$ cat config.mk
export PLATFORM = sky130hd
export DESIGN_NAME = row_commit_buf
export DESIGN_NICKNAME = d
export VERILOG_FILES = /design/src/rtl/rwb_pkg.sv /design/src/rtl/rwb_fill_ctl.sv /design/src/rtl/rwb_row_store.sv /design/src/rtl/rwb_commit_seq.sv /design/src/rtl/row_commit_buf.sv
export SDC_FILE = /design/constraint.sdc
export NUM_CORES = 1
export LEC_CHECK = 0
export BUFFER_PORTS_ARGS = -buffer_cell sky130_fd_sc_hd__buf_2
export CORE_MARGIN = 1.5
export CORE_UTILIZATION = 53
export CTS_BUF_LIST = sky130_fd_sc_hd__clkbuf_8
export DETAILED_ROUTE_END_ITERATION = 7
export HOLD_SLACK_MARGIN = 0.12
export PLACE_DENSITY = 0.7
export RECOVER_POWER = 25
export SLEW_MARGIN = 20
export SYNTH_ARGS = -nofsm -noshare
export SYNTH_HDL_FRONTEND = slang
export SYNTH_HIERARCHICAL = 1
export SYNTH_SLANG_ARGS = --single-unit
$ cat constraint.sdc
create_clock -name clk -period 3.8 [get_ports clk]
set_input_delay 0.19 -clock clk [delete_from_list [all_inputs] [get_ports clk]]
set_output_delay 0.19 -clock clk [all_outputs]
set_load 0.02 [all_outputs]
$ cat src/rtl/rwb_pkg.sv
package rwb_pkg;
  typedef enum logic [1:0] {
    FILL_IDLE   = 2'd0,
    FILL_OPEN   = 2'd1,
    FILL_LOCKED = 2'd2
  } fill_state_e;

  function automatic int unsigned cnt_width(input int unsigned limit);
    return (limit < 2) ? 1 : $clog2(limit + 1);
  endfunction
endpackage

$ cat src/rtl/rwb_fill_ctl.sv
module rwb_fill_ctl
  import rwb_pkg::*;
#(
  parameter int ADDR_W = 11,
  parameter int OFF_W  = 4,
  localparam int ROW_W = ADDR_W - OFF_W
) (
  input  logic              clk,
  input  logic              rst,
  input  logic              busy,
  input  logic              txn_start,
  input  logic [ADDR_W-1:0] start_addr,
  input  logic              byte_stb,
  input  logic              wr_lock,
  input  logic              stop_evt,
  input  logic              stop_slot_ok,
  output logic              st_clr,
  output logic              st_wr_en,
  output logic [OFF_W-1:0]  st_wr_idx,
  output logic [ROW_W-1:0]  row_q,
  output logic              commit_req
);
  fill_state_e       state_q;
  logic [OFF_W-1:0]  pos_q;
  logic              loaded_q;
  logic              take_start, take_byte, take_stop;

  assign take_start = txn_start & ~busy;
  assign take_byte  = byte_stb & ~busy & ~txn_start & (state_q != FILL_IDLE);
  assign take_stop  = stop_evt & ~busy & ~txn_start & ~byte_stb & (state_q != FILL_IDLE);

  assign st_clr     = take_start;
  assign st_wr_en   = take_byte & ~wr_lock & (state_q == FILL_OPEN);
  assign st_wr_idx  = pos_q;
  assign commit_req = take_stop & stop_slot_ok & loaded_q & (state_q == FILL_OPEN);

  always_ff @(posedge clk) begin
    if (rst) begin
      state_q  <= FILL_IDLE;
      pos_q    <= '0;
      row_q    <= '0;
      loaded_q <= 1'b0;
    end else if (take_start) begin
      state_q  <= wr_lock ? FILL_LOCKED : FILL_OPEN;
      row_q    <= start_addr[ADDR_W-1:OFF_W];
      pos_q    <= start_addr[OFF_W-1:0];
      loaded_q <= 1'b0;
    end else if (take_byte) begin
      if (wr_lock) begin
        state_q <= FILL_LOCKED;
      end else if (state_q == FILL_OPEN) begin
        pos_q    <= pos_q + 1'b1;
        loaded_q <= 1'b1;
      end
    end else if (take_stop) begin
      state_q <= FILL_IDLE;
    end
  end
endmodule

$ cat src/rtl/rwb_row_store.sv
module rwb_row_store #(
  parameter int ROW_BYTES = 16,
  parameter int DATA_W    = 8,
  localparam int OFF_W    = $clog2(ROW_BYTES)
) (
  input  logic              clk,
  input  logic              rst,
  input  logic              clr,
  input  logic              wr_en,
  input  logic [OFF_W-1:0]  wr_idx,
  input  logic [DATA_W-1:0] wr_data,
  input  logic              rd_en,
  input  logic [OFF_W-1:0]  rd_idx,
  output logic              rd_vld_q,
  output logic [DATA_W-1:0] rd_data_q
);
  logic [DATA_W-1:0]    mem [ROW_BYTES];
  logic [ROW_BYTES-1:0] vmask_q;

  always_ff @(posedge clk) begin
    if (wr_en) mem[wr_idx] <= wr_data;
    rd_data_q <= mem[rd_idx];
  end

  always_ff @(posedge clk) begin
    if (rst) begin
      vmask_q  <= '0;
      rd_vld_q <= 1'b0;
    end else begin
      rd_vld_q <= rd_en & vmask_q[rd_idx];
      if (clr)        vmask_q <= '0;
      else if (wr_en) vmask_q[wr_idx] <= 1'b1;
    end
  end
endmodule

$ cat src/rtl/rwb_commit_seq.sv
module rwb_commit_seq
  import rwb_pkg::*;
#(
  parameter int ADDR_W    = 11,
  parameter int ROW_BYTES = 16,
  parameter int WR_CYCLES = 250000,
  localparam int OFF_W    = $clog2(ROW_BYTES),
  localparam int ROW_W    = ADDR_W - OFF_W,
  localparam int CNT_W    = cnt_width(WR_CYCLES)
) (
  input  logic              clk,
  input  logic              rst,
  input  logic              commit_req,
  input  logic [ROW_W-1:0]  row_in,
  output logic              busy_q,
  output logic              done_q,
  output logic              rd_en,
  output logic [OFF_W-1:0]  rd_idx,
  output logic [ADDR_W-1:0] addr_q
);
  localparam logic [CNT_W-1:0] DRAIN_END = CNT_W'(ROW_BYTES);
  localparam logic [CNT_W-1:0] LAST_CNT  = CNT_W'(WR_CYCLES - 1);

  logic [CNT_W-1:0] cnt_q;

  assign rd_en  = busy_q & (cnt_q < DRAIN_END);
  assign rd_idx = cnt_q[OFF_W-1:0];

  always_ff @(posedge clk) begin
    if (rst) begin
      busy_q <= 1'b0;
      done_q <= 1'b0;
      cnt_q  <= '0;
      addr_q <= '0;
    end else begin
      done_q <= 1'b0;
      if (!busy_q) begin
        if (commit_req) begin
          busy_q <= 1'b1;
          cnt_q  <= '0;
        end
      end else begin
        cnt_q <= cnt_q + 1'b1;
        if (rd_en) addr_q <= {row_in, rd_idx};
        if (cnt_q == LAST_CNT) begin
          busy_q <= 1'b0;
          done_q <= 1'b1;
        end
      end
    end
  end
endmodule

$ cat src/rtl/row_commit_buf.sv
module row_commit_buf #(
  parameter int ADDR_W    = 11,
  parameter int ROW_BYTES = 16,
  parameter int WR_CYCLES = 250000,
  localparam int OFF_W    = $clog2(ROW_BYTES),
  localparam int ROW_W    = ADDR_W - OFF_W
) (
  input  logic              clk,
  input  logic              rst,
  input  logic              txn_start,
  input  logic [ADDR_W-1:0] start_addr,
  input  logic              byte_stb,
  input  logic [7:0]        byte_data,
  input  logic              wr_lock,
  input  logic              stop_evt,
  input  logic              stop_slot_ok,
  output logic              mem_we,
  output logic [ADDR_W-1:0] mem_addr,
  output logic [7:0]        mem_wdata,
  output logic              busy,
  output logic              cycle_done
);
  logic              st_clr, st_wr_en, commit_req, rd_en;
  logic [OFF_W-1:0]  st_wr_idx, rd_idx;
  logic [ROW_W-1:0]  row_q;

  rwb_fill_ctl #(.ADDR_W(ADDR_W), .OFF_W(OFF_W)) u_fill (
    .clk(clk), .rst(rst), .busy(busy),
    .txn_start(txn_start), .start_addr(start_addr),
    .byte_stb(byte_stb), .wr_lock(wr_lock),
    .stop_evt(stop_evt), .stop_slot_ok(stop_slot_ok),
    .st_clr(st_clr), .st_wr_en(st_wr_en), .st_wr_idx(st_wr_idx),
    .row_q(row_q), .commit_req(commit_req)
  );

  rwb_row_store #(.ROW_BYTES(ROW_BYTES), .DATA_W(8)) u_store (
    .clk(clk), .rst(rst), .clr(st_clr),
    .wr_en(st_wr_en), .wr_idx(st_wr_idx), .wr_data(byte_data),
    .rd_en(rd_en), .rd_idx(rd_idx),
    .rd_vld_q(mem_we), .rd_data_q(mem_wdata)
  );

  rwb_commit_seq #(.ADDR_W(ADDR_W), .ROW_BYTES(ROW_BYTES), .WR_CYCLES(WR_CYCLES)) u_seq (
    .clk(clk), .rst(rst), .commit_req(commit_req), .row_in(row_q),
    .busy_q(busy), .done_q(cycle_done),
    .rd_en(rd_en), .rd_idx(rd_idx), .addr_q(mem_addr)
  );
endmodule

==> impl.org, run 1 <==
** Synthesis
- Of the synthesized area, sequential elements account for between 60 and 70%.
- Synth top area share :: 49.00%
- The cell count after synthesis came out at 511.
- Sorting the synthesized cells by how often they occur yields sky130_fd_sc_hd__edfxtp_1 (128), sky130_fd_sc_hd__dfxtp_1 (70), sky130_fd_sc_hd__nor2_1 (37).
- For this run, the number of Yosys warnings is 6.
- Syn_nets :: roughly 540
- Number of synthesized flops with an enable pin :: between 100 and 150
- Among all cell types in the netlist, the one instantiated most often is sky130_fd_sc_hd__edfxtp_1.
- Flip-flop cell with the highest count after synthesis :: sky130_fd_sc_hd__edfxtp_1
- Ranked by total cell area, the synthesized netlist is headed by sky130_fd_sc_hd__edfxtp_1 (49%), sky130_fd_sc_hd__dfxtp_1 (18%), sky130_fd_sc_hd__mux4_1 (5.4%).
- Number of different library cells in the post-synthesis netlist :: 63
- The average instance in the mapped netlist occupies between 15 and 20 um^2.
- After synthesis the cells add up to 7844 um^2.
- The largest total area in the synthesized netlist belongs to sky130_fd_sc_hd__edfxtp_1.
- Of all flip-flops after synthesis, the portion carrying an async set or reset was 0%.
- Seq cells post-synth :: around 200

** Critical path
- The critical path goes through or4b_4 > nor3b_4 > or3b_2 > nor2_1.
- STA puts the critical path data required time at just under 4 ns.
- At the worst endpoint, the arrival time is 2.87 ns.
- The kind of cell with the highest combined delay along the critical path is simple AND/OR/NAND/NOR gates.
- The worst setup path is captured at a flip-flop.
- For this design, the slowest cell found on the critical path is sky130_fd_sc_hd__nor2_1.
- The largest single stage delay on the critical path is 0.68 ns.
- Worst Setup Start Kind :: flip-flop
- CP Max Fanout :: 9
- By startpoint and endpoint, the worst setup path is classified as flip-flop to flip-flop.
- Counting both buffers and inverters, the worst setup path holds a total of 0.

** Detailed routing
- Total wire length :: 15.68 mm
- Vias after detailed routing :: 4512
- Number of DRC markers after the initial detailed-route iteration :: approximately 320
- After detailed routing, the number of vias per cell comes to 5.860.
- Average wire per standard cell :: 20.37 um
- The detail route stage leaves a number of antenna-violating nets equal to 0.
- Number of detailed-route iterations in the first pass :: 4
- Count of unresolved DRC violations after routing :: 0

** Placement
- Port buffering added 47 buffers.
- Global placer's final weighted congestion :: 0.7539
- Before CTS, the worst setup slack after placement is 1.003 ns.
- Summed over all nets, the half-perimeter wirelength after detailed placement is between 9 and 10 mm.
- Once placement completed, the tool counted placed cells totaling 723.

** Global routing
- Antenna violations before repair :: 0
- The via count of the first global-routing pass was 4537.
- Overall global routing resource usage :: between 20% and 30%
- Most utilized layer in the global route result :: met2
- Global routing used 29.36% of the available met1 tracks.
- Global-route wire length before repair :: between 20 and 25 mm
- Met3 usage in global routing :: 5.069%
- Largest net degree at the start of global routing :: between 40 and 50
- After global routing the overflow that remains totals 0.
- Met2 Resource Use GR :: between 30% and 40%

** Layout
- Number of non-filler instances in the completed layout :: 770
- In the final design database the tool counted 601 nets.
- Diodes inserted :: 0
- Share of cells above drive strength 1 :: 19.11%
- Fill cell count :: 1100
- Area added between synthesis and finish :: 11.37%

** Power and ir drop
- The share of total power dissipated in combinational logic is 2.6%.
- Design internal power :: 2943 uW
- In this run the power density over the cells is about 430 nW/um^2.
- Share of power burned in the clock network :: 35.4%
- Leakage power :: 0.003047 uW
- Sequential group share of total power :: 62.0%
- Total power after layout :: 3717 uW
- The analysis attributes to net switching a power of 773.9 uW.
- Across the VDD grid, the largest voltage drop is 0.2140 mV.
- In this run switching power makes up 20.82% of total power.

** Run status
- Result of the run :: complete, no violations

** STA
- The worst path uses 73.18% of the clock period.
- Setup slack on the critical path of the routed design comes to 1.019 ns.
- The count of pins over their slew limit is 0.
- Across all hold checks on the routed design, the worst slack comes to 0.1478 ns.
- Unrepaired setup endpoints after global routing :: false
- Worst setup skew after layout :: between 0.01 and 0.015 ns
- Setup violations remaining at the end of the flow were counted as 0.
- Counting I/O delays and the setup requirement, the final critical path takes 2.781 ns.
- Measured against its own limit, the worst slew margin works out to 40.84%.
- Transition at the pin with the smallest max-transition slack :: 0.8874 ns
- Final-report hold violation count :: 0
- Based on the critical path, the design can be clocked at up to 0.3596 GHz.
- Setup total negative slack on the finished layout was measured at 0 ns.

** Die
- Chip Width :: 124.7 um
- Die ar. :: 15540 um^2
- Vert. Die Dim :: 124.7 um
- The initialized floorplan defines between 40 and 50 standard-cell rows.
- Core footprint :: 14480 um^2
- For this configuration, the core starts out at a cell density of 54.17%.
- Top Ports :: between 40 and 50

** CTS
- In this run the deepest clock path goes through 2 buffers.
- After clock tree synthesis, the clock-pin slew on the worst setup and hold paths is 0.09 ns.
- Once the clock tree was built, the setup fixing pass inserted 0 buffers.
- For this design, the sink count on the clock tree is around 200.
- Buffers inserted during clock tree synthesis total 17.
- The H-tree was split into 4 levels.
- Clock root buffer master :: sky130_fd_sc_hd__clkbuf_8
- TritonCTS clock tree :: built
- Clock insertion delay at the later pin of the skew report :: 0.46 ns

** Min path
- The tightest min-delay check is of the input pin to flip-flop type.

** Run
- The tool flagged a number of max-cap violations equal to 0.
layer usage:
metal	up-vias	part of all wire, %
met5	-	0
met4	0	0.92
met3	12	4.5
met2	125	50
met1	2259	44
li1	2116	-
metrics by stage:
step	utilization [%]	area [um^2]
CTS	60.40	8745
floorplan	-	7844
global placement	56.65	8203
global route	60.34	8736
detailed placement	56.65	8203
finish	60.34	8736
state kept, by name, summed over array words and instances (netlist names), 2 cells and up:
| register | count |
|---|---|
| u_store/mem | 128 |
| u_seq/cnt_q | 18 |
| u_store/vmask_q | 16 |
| u_seq/addr_q | 11 |
| u_store/rd_data_q | 8 |
| u_fill/row_q | 7 |
| u_fill/st_wr_idx | 4 |
| u_fill/state_q | 2 |
kinds of logic after synthesis:
family / Yosys count / share of synthesized area, %
DFF: 198 / 66.87
and+or+nand+nor: 137 / 9.539
AOI/OAI and AO/OA: 79 / 7.178
muxes: 53 / 12.98
buffers and inverters: 38 / 2.664
xor gates and xnor gates: 4 / 0.4467
adders and majority gates: 2 / 0.3190
cell usage in the layout, fill, tap and decap left out, types with 3 or more instances in the layout:
cell type                       Yosys  routed
sky130_fd_sc_hd__clkinv_2           0       3
sky130_fd_sc_hd__nor2b_1            6       6
sky130_fd_sc_hd__o41ai_1            3       3
sky130_fd_sc_hd__o21a_1            17      17
sky130_fd_sc_hd__clkbuf_8           0      19
sky130_fd_sc_hd__nor2_1            37      37
sky130_fd_sc_hd__nor3_1            10      10
sky130_fd_sc_hd__nand4_2            3       3
sky130_fd_sc_hd__mux2i_1           17      17
sky130_fd_sc_hd__a22oi_1           18      18
sky130_fd_sc_hd__buf_2              4      40
sky130_fd_sc_hd__buf_4              4       8
sky130_fd_sc_hd__or4_1              3       3
sky130_fd_sc_hd__nand2_1           33      33
sky130_fd_sc_hd__a21oi_1           15      15
sky130_fd_sc_hd__edfxtp_1         128     128
sky130_fd_sc_hd__clkbuf_1          12       7
sky130_fd_sc_hd__dlygate4sd3_1      0      15
sky130_fd_sc_hd__inv_1             11      12
sky130_fd_sc_hd__o21ai_0            5       5
sky130_fd_sc_hd__nand3_1            8       8
sky130_fd_sc_hd__mux4_2            18      18
sky130_fd_sc_hd__nand3b_1           4       4
sky130_fd_sc_hd__mux4_1            16      16
sky130_fd_sc_hd__dfxtp_1           70      69
sky130_fd_sc_hd__xnor2_1            3       3
sky130_fd_sc_hd__nor4_1             3       3
sky130_fd_sc_hd__nand2b_1           6       6
sky130_fd_sc_hd__o211ai_1           7       7
worst reg2reg max path, delay by kind of cell (launching register included):
kind | cells | cell delay, ns
and+or+nand+nor | 4 | 2.07
DFF | 1 | 0.35
repair_timing:
action	CTS	global route
hold endpoints to repair	44	0
gates resized for setup	0	0
hold buffers	15	0
cell type report:
class / count / area, um^2 / area share, %
Clock buffer: 19 / 261.5 / 2.993
Clock inverter: 13 / 130.1 / 1.490
Inverter: 11 / 41.29 / 0.4726
Multi-Input combinational cell: 275 / 2390 / 27.36
Sequential cell: 198 / 5246 / 60.05
Tap cell: 184 / 230.2 / 2.635
Timing Repair Buffer: 70 / 436.7 / 4.999
final timing paths:
| kind | from | endpoint | slack (ns) | cells past startpoint |
|---|---|---|---|---|
| worst min register to register | u_store/vmask_q[0] | u_store/vmask_q[0] | 0.46 | 1 |
| worst min-delay path | txn_start | u_fill/st_wr_idx[0] | 0.15 | 3 |
| worst max register to register | u_fill/state_q[1] | u_store/mem[1][3] | 1.02 | 4 |
| worst max-delay path | u_fill/state_q[1] | u_store/mem[1][3] | 1.02 | 4 |
power groups by stage:
| stage | clock (uW) | sequential, uW | combinational (uW) |
|---|---|---|---|
| floorplan | 0 | 2350 | 36.6 |
| global placement | 0 | 2350 | 81.6 |
| detailed placement | 0 | 2350 | 85.1 |
| CTS | 1340 | 2300 | 97.4 |
| global route | 1420 | 2310 | 107 |
| finish | 1320 | 2300 | 96.5 |
No activity file was read; power rests on OpenSTA's default activity.
==> run 2, diff against run 1 <==
--- a/config.mk
+++ b/config.mk
@@ -11,7 +11,7 @@
 export CTS_BUF_LIST = sky130_fd_sc_hd__clkbuf_8
 export DETAILED_ROUTE_END_ITERATION = 7
 export HOLD_SLACK_MARGIN = 0.12
-export PLACE_DENSITY = 0.7
+export PLACE_DENSITY = 0.73
 export RECOVER_POWER = 25
 export SLEW_MARGIN = 20
 export SYNTH_ARGS = -nofsm -noshare
==> constraint.sdc (replaced) <==
create_clock -name clk -period 2.4 [get_ports clk]
set_input_delay 0.12 -clock clk [delete_from_list [all_inputs] [get_ports clk]]
set_output_delay 0.12 -clock clk [all_outputs]
set_load 0.02 [all_outputs]
==> run 2 against run 1 <==
Compared with the run above:
- maximum frequency increased by 22%
- final cell count increased by 4.7%
- clock-buffer cell count unchanged
- worst setup slack got worse by 0.90 ns
- combinational power increased by 79%
- hold slack improved by 0.0087 ns
- design area increased by 4.0%
- power increased by 58%
- largest cell class unchanged
- highest routed layer unchanged
==> impl.org, run 2 (synthesis gave the netlist of run 1 again) <==
** Global routing
- For this run the aggregate overflow at the end of global routing stands at 0.
- Vias in the first global route :: 4752
- Global-route wire length before repair :: 25.29 mm
- Largest net degree at the start of global routing :: 39
- Antenna violations before repair :: 0
- Global routing used 21.36% of the available tracks.

** Critical path
- Among all stages on the critical path, the largest delay is contributed by sky130_fd_sc_hd__dlygate4sd3_1.
- Data arrival at the endpoint of the critical path :: 2.70 ns
- The worst setup path is captured at a flip-flop.
- In this run the critical register-to-register path is launched from u_seq/busy_q.
- The critical path contains buffers and inverters numbering 3 combined.
- Critical path start-end classification :: flip-flop to flip-flop
- Slack of the worst reg-to-reg path :: 0.12 ns
- WP data required :: 2.82 ns
- Along the worst path, the maximum fanout reaches 19.
- Worst Setup Start Kind :: flip-flop
- Worst path max stage delay :: 0.56 ns
- In this design, the critical path's most frequently occurring cell is sky130_fd_sc_hd__dlygate4sd3_1.
- In this design, the largest share of critical-path delay is due to buffers and inverters.
- Number of cell instances on the worst register-to-register path :: 6
- The endpoint identified for the worst register-to-register timing path is u_fill/state_q[1].
- Crit path cell chain :: buf_4 > or2_1 > a211o_1 > dlygate4sd3_1 > nand2_1 > dlygate4sd3_1

** Layout
- u_store/mem holds more flip-flops than any other register.
- Biggest regs :: u_store/mem x128, u_seq/cnt_q x18, u_store/vmask_q x16
- The library cell used most frequently in the layout, excluding fill and tap cells, is sky130_fd_sc_hd__edfxtp_1.
- # nets final :: between 600 and 700
- Largest register FFs :: 128
- Leaving out fill and tap cells, the most frequent cells in the layout are sky130_fd_sc_hd__edfxtp_1 (128), sky130_fd_sc_hd__dfxtp_1 (68), sky130_fd_sc_hd__buf_2 (41).
- Diodes inserted :: 0
- Share of cells above drive strength 1 :: a little under a quarter
- Area added between synthesis and finish :: 15.84%

** Detailed routing
- Number of DRC markers after the initial detailed-route iteration :: 383
- Using the TritonRoute via totals, the vias-per-cell ratio works out to 5.922.
- Dividing the detail-routed wire length by the instance count gives 19.88 um.
- Total wire length :: approximately 16 mm
- Number of detailed-route iterations in the first pass :: 7
- Vias after detailed routing :: 4773
- Once detail routing completed, the nets flagged for antenna violations numbered 0.
- Count of unresolved DRC violations after routing :: 0

** Min path
- The worst hold path belongs to the class input pin to flip-flop.
- The path with the worst hold slack has its endpoint at u_seq/addr_q[1].
- Depth of the worst hold-timing path :: 2
- The worst hold path begins at rst.

** STA
- In this run the tightest slew margin relative to its limit is a little under half.
- Number of setup violations in the final report :: 0
- Unrepaired setup endpoints after global routing :: false
- The count of pins over their slew limit was 0.
- For the final routed database, the setup TNS stands at 0 ns.
- For the pin with the worst max-slew slack, the measured transition is 0.8042 ns.
- Dividing the final minimum period by the clock period gives 94.92%.
- The final hold violation count came to 0.
- Based on the critical path, the design can be clocked at up to 0.4390 GHz.
- Min Tclk post-route :: ~2.3 ns
- Worst setup skew after layout :: roughly 0.01 ns

** Power and ir drop
- After layout, the design draws a total of 5870 uW.
- Worst voltage drop across the vdd grid :: 0.4621 mV
- Leakage power :: 0.003253 uW
- Power spread over the standard cell area amounts to 646.0 nW/um^2.

** CTS
- TritonCTS built the clock tree.
- The H-tree generated during clock tree synthesis spans 4 levels.
- In this run the clock root is driven by a sky130_fd_sc_hd__clkbuf_8.
- Post-CTS resize count :: 0
- After clock tree synthesis, the clock-pin slew on the worst setup and hold paths is 0.09 ns.
- Maximum clock path buffer count :: 2
- In this run, CTS created clock tree buffers numbering 17.
- Clock sink total :: 198
- Clock insertion delay at the later pin of the skew report :: 0.47 ns

** Die
- The floorplan step set the die width to ~120 um.
- The total area inside the core boundary comes to 14480 um^2.
- Pin placement for this block handled 48 I/O pins.
- The die covers 15540 um^2.
- Count of standard-cell rows :: 44
- For this configuration, the core starts out at a cell density of roughly 54%.
- Vert. Die Dim :: approximately 120 um

** Placement
- Dpl hpwl :: 10.69 mm
- At the end of routability-driven placement, the weighted congestion stood at 0.7949.
- IO buf count :: 47

** Run status
- The flow ran to the end, and the final reports show no timing, DRC or antenna violations.

** Run
- Max-cap violations in this run came to 0.
[run 2: worst max path at each step]
stage,slack (ns),depth (start not counted),from,end
detailed placement,0.05,4,u_fill/state_q[1],u_store/mem[0][4]
CTS,0.04,4,u_fill/state_q[1],u_store/mem[0][4]
global route,0.04,6,u_seq/busy_q,u_fill/state_q[1]
finish,0.12,6,u_seq/busy_q,u_fill/state_q[1]
global placement,0.11,4,u_fill/state_q[1],u_store/mem[0][4]
floorplan,0.03,5,u_seq/busy_q,u_store/mem[0][0]
[run 2: timing repair]
item                                    in CTS  in global routing
endpoints found under the hold margin      141                  0
endpoints found under the setup margin       0                  8
setup buffers                                0                  1
hold buffers                                26                  0
[run 2: area by class of cell]
type | count | area, um^2
fill | 1070 | 5393
clock inverter | 13 | 118.9
timing repair buffer | 106 | 760.7
inverter | 11 | 41.29
clock buffer | 19 | 261.5
tap | 184 | 230.2
sequential | 198 | 5248
multi-input combinational | 275 | 2426
[run 2: where the power goes]
group	switching, uW	internal [uW]
combinational	101	71.7
clock	1090	959
sequential	18.8	3630
total	1210	4660
[run 2: per-stage QoR]
step	cells	area, um^2	hold WS, ns	worst slack [ns]	utilization (%)
2_1_floorplan	511	7881	0.1961	0.02714	-
4_1_cts	805	9074	0.1394	0.03731	62.67
3_5_place_dp	747	8433	0.3691	0.04623	58.24
5_1_grt	806	9086	0.1752	0.04485	62.75
6_report	806	9086	0.1565	0.1220	62.75
3_3_place_gp	747	8433	0.3601	0.1118	58.24
[run 2: per-layer routing]
layer	wire length, um	GRT usage (%)
met1	6997	28.68
met2	8012	35.59
met3	798	4.167
met4	216	6.491
met5	0	0
==> run 3, diff against run 2 <==
--- a/config.mk
+++ b/config.mk
@@ -9,9 +9,10 @@
 export CORE_MARGIN = 1.5
 export CORE_UTILIZATION = 53
 export CTS_BUF_LIST = sky130_fd_sc_hd__clkbuf_8
+export CTS_CLUSTER_SIZE = 10
 export DETAILED_ROUTE_END_ITERATION = 7
 export HOLD_SLACK_MARGIN = 0.12
-export PLACE_DENSITY = 0.73
+export PLACE_DENSITY = 0.7
 export RECOVER_POWER = 25
 export SLEW_MARGIN = 20
 export SYNTH_ARGS = -nofsm -noshare
==> constraint.sdc (replaced) <==
create_clock -name clk -period 2.56 [get_ports clk]
set_input_delay 0.128 -clock clk [delete_from_list [all_inputs] [get_ports clk]]
set_output_delay 0.128 -clock clk [all_outputs]
set_load 0.02 [all_outputs]
==> run 3 against run 2 <==
Compared with the run above:
- die area is the same
- final cell count up 0.25%
- clock skew increased by 0.0030 ns
- hold slack improved by 0.037 ns
- clock power shrank 7%
- sequential share of layout area up 0.066 points
- critical path type unchanged
- critical endpoint is now u_store/mem[0][2]
==> impl.org, run 3 (synthesis gave the netlist of run 1 again) <==
** Power and ir drop
- Internal power comes to ~4300 uW.
- The share of total power dissipated in sequential elements is 62.2%.
- Leakage power :: 0.003249 uW
- Share of power burned in the clock network :: 34.7%
- Switching power as a share of total power :: ~21%
- Combinational cells account for 3.1% of the total power.
- For this design the total switching power over the nets is 1181 uW.
- Power Dens Cells :: between 600 and 700 nW/um^2
- VDD sags by at most 0.4358 mV.

** Placement
- Routability-driven placement finished with a final weighted congestion of 0.7814.
- Summed over all nets, the half-perimeter wirelength after detailed placement is approximately 10 mm.
- Area post-placement :: 8371 um^2
- Setup slack after placement :: between 0.2 and 0.3 ns
- IO buf count :: 47

** Detailed routing
- In the final routed layout, each cell accounts on average for 19.70 um.
- The pre-antenna-repair detailed-routing pass consisted of 5 iterations.
- The first routing iteration left 449 violations.
- Vias after detailed routing :: ~4700
- Ratio of routed vias to standard cells :: 5.769
- The detail route stage leaves a number of antenna-violating nets equal to 0.
- Total wire length :: about 16 mm
- For this run, design rule violations remaining after detail routing come to 0.

** STA
- Worst setup skew after layout :: 0.01300 ns
- The final hold violation count is 0.
- Setup repair after global routing left no endpoint under its margin.
- After layout, the minimum clock period comes to 2.279 ns.
- Worst hold margin :: 0.1935 ns
- Transition at the pin with the smallest max-transition slack :: approximately 1.1 ns
- The count of pins over their slew limit came to 0.
- Setup violations remaining at the end of the flow were counted as 0.
- Timing-limited maximum frequency :: 0.4388 GHz
- Post-layout worst setup margin :: 0.2811 ns
- Worst relative slew slack :: 28.75%
- After layout, the worst path uses 89.02% of the clock period.

** CTS
- In this run, CTS created clock tree buffers numbering 17.
- Post-CTS resize count :: 0
- Once the clock tree was built, the setup fixing pass inserted 0 buffers.
- Clock-pin slew was measured on the worst setup and hold paths at 0.09 ns.
- CTS saw around 200 sinks.
- Clock insertion delay at the later pin of the skew report :: 0.47 ns
- The H-tree generated during clock tree synthesis spans 4 levels.
- In this run the clock root is driven by a sky130_fd_sc_hd__clkbuf_8.
- The clock passes through at most 2 buffers.
- TritonCTS clock tree :: built

** Layout
- Diodes inserted :: 0
- Most common cell after layout, fill and taps aside :: sky130_fd_sc_hd__edfxtp_1
- In the final layout, the registers with the most flip-flops are u_store/mem x128, u_seq/cnt_q x18, u_store/vmask_q x16.
- Final standard cell utilization of the core :: 62.67%
- The post-route netlist has 21.63% of its cells at a drive strength greater than 1.
- The register with the most flip-flops in the layout has about 130 of them.
- Area added between synthesis and finish :: 15.68%
- In the layout the commonest cells are sky130_fd_sc_hd__edfxtp_1 (128), sky130_fd_sc_hd__dfxtp_1 (69), sky130_fd_sc_hd__buf_2 (41).
- The filler cells instantiated in the layout total 1085.
- The finished cells cover 9074 um^2.
- # nets final :: around 640
- More flip-flops sit in one register than any other, and that register is u_store/mem.

** Critical path
- Data arrival at the endpoint of the critical path :: 2.46 ns
- WP data required :: 2.74 ns
- STA classifies the critical path endpoint as a flip-flop.
- Along the worst path, the maximum fanout reaches 6.
- STA classifies the critical path startpoint as a flip-flop.
- The worst setup path is of the flip-flop to flip-flop kind.

** Die
- In this run the count of I/O pins placed on the die edge is 48.
- Core footprint :: approximately 14000 um^2
- Once the floorplan was initialized, standard cells occupied around 54% of the core.
- Chip Width :: 124.7 um
- The floorplan has 44 rows.
- In this run the vertical extent of the chip is about 120 um.
- Die ar. :: 15540 um^2

** Global routing
- The via count of the first global-routing pass is 4723.
- Largest net degree at the start of global routing :: 39
- Global route total overflow :: 0
- Global-route wire length before repair :: 25.42 mm
- Global routing used between 20% and 30% of the available tracks.
- The initial antenna violation count came to 0.

** Run status
- Result of the run :: complete, no violations

** Run
- Across the run, the number of max-cap violations was 0.

** Min path
- Hold WC Path Type :: input pin to flip-flop
==> run 3: changes by cell type in the layout (fill, tap and decap cells not counted), sizes merged <==
cell         previous run  this run
dlygate4sd3            26        33
buf                    74        69
bufinv                  2         1
clkinv                  5         6
clkinvlp                2         1
inv                    15        16
==> run 3: stage by stage <==
stage | power [uW] | std cells | TNS [ns]
CTS | 5536 | 808 | 0
global placement | 3614 | 743 | 0
floorplan | 3543 | 511 | -1.456
global route | 5689 | 808 | 0
finish | 5492 | 808 | 0
detailed placement | 3620 | 743 | 0
==> run 3: cell type report <==
class                   count  area [um^2]  area share (%)
clock inverters            13        118.9           1.310
multi-input cells         275         2395           26.39
repair buffers            108        780.7           8.605
inverters                  11        41.29          0.4550
flip-flops and latches    198         5246           57.82
clock buffers              19        261.5           2.882
well taps                 184        230.2           2.537
==> run 3: critical path, cell delays in order (launching register included) <==
cell,delay [ns]
sky130_fd_sc_hd__dfxtp_1,0.35
sky130_fd_sc_hd__or4b_4,0.58
sky130_fd_sc_hd__nor3b_4,0.20
sky130_fd_sc_hd__or3b_2,0.52
sky130_fd_sc_hd__nor3_2,0.17
sky130_fd_sc_hd__buf_4,0.19
==> run 3: repair_timing <==
| action | 4_1_cts | 5_1_grt |
|---|---|---|
| endpoints found under the setup margin | 0 | 0 |
| hold buffers | 33 | 0 |
| hold endpoints to repair | 150 | 0 |
==> run 3: power groups by stage <==
| stage | Sequential, uW | Clock [uW] | Combinational [uW] |
|---|---|---|---|
| 6_report | 3420 | 1910 | 169 |
| 4_1_cts | 3420 | 1950 | 169 |
| 3_3_place_gp | 3490 | 0 | 125 |
| 5_1_grt | 3420 | 2080 | 185 |
| 2_1_floorplan | 3490 | 0 | 54.4 |
| 3_5_place_dp | 3490 | 0 | 130 |
==> run 3: path summary, 6_finish.rpt <==
check	from	endpoint	slack, ns	cells past startpoint
setup / recovery	u_fill/state_q[1]	u_store/mem[0][2]	0.28	5
hold / removal	txn_start	u_fill/st_wr_idx[1]	0.19	4
setup reg to reg	u_fill/state_q[1]	u_store/mem[0][2]	0.28	5
hold reg to reg	u_store/vmask_q[8]	u_store/vmask_q[8]	0.47	1
==> run 3: per-layer routing <==
layer  global-route usage (%)  wire (um)  up-vias
met2                    35.26       7912      140
met1                    29.08       7044     2314
met4                    6.558        213        0
met5                        0          0        -
li1                         -          -     2194
met3                    4.596        748       13
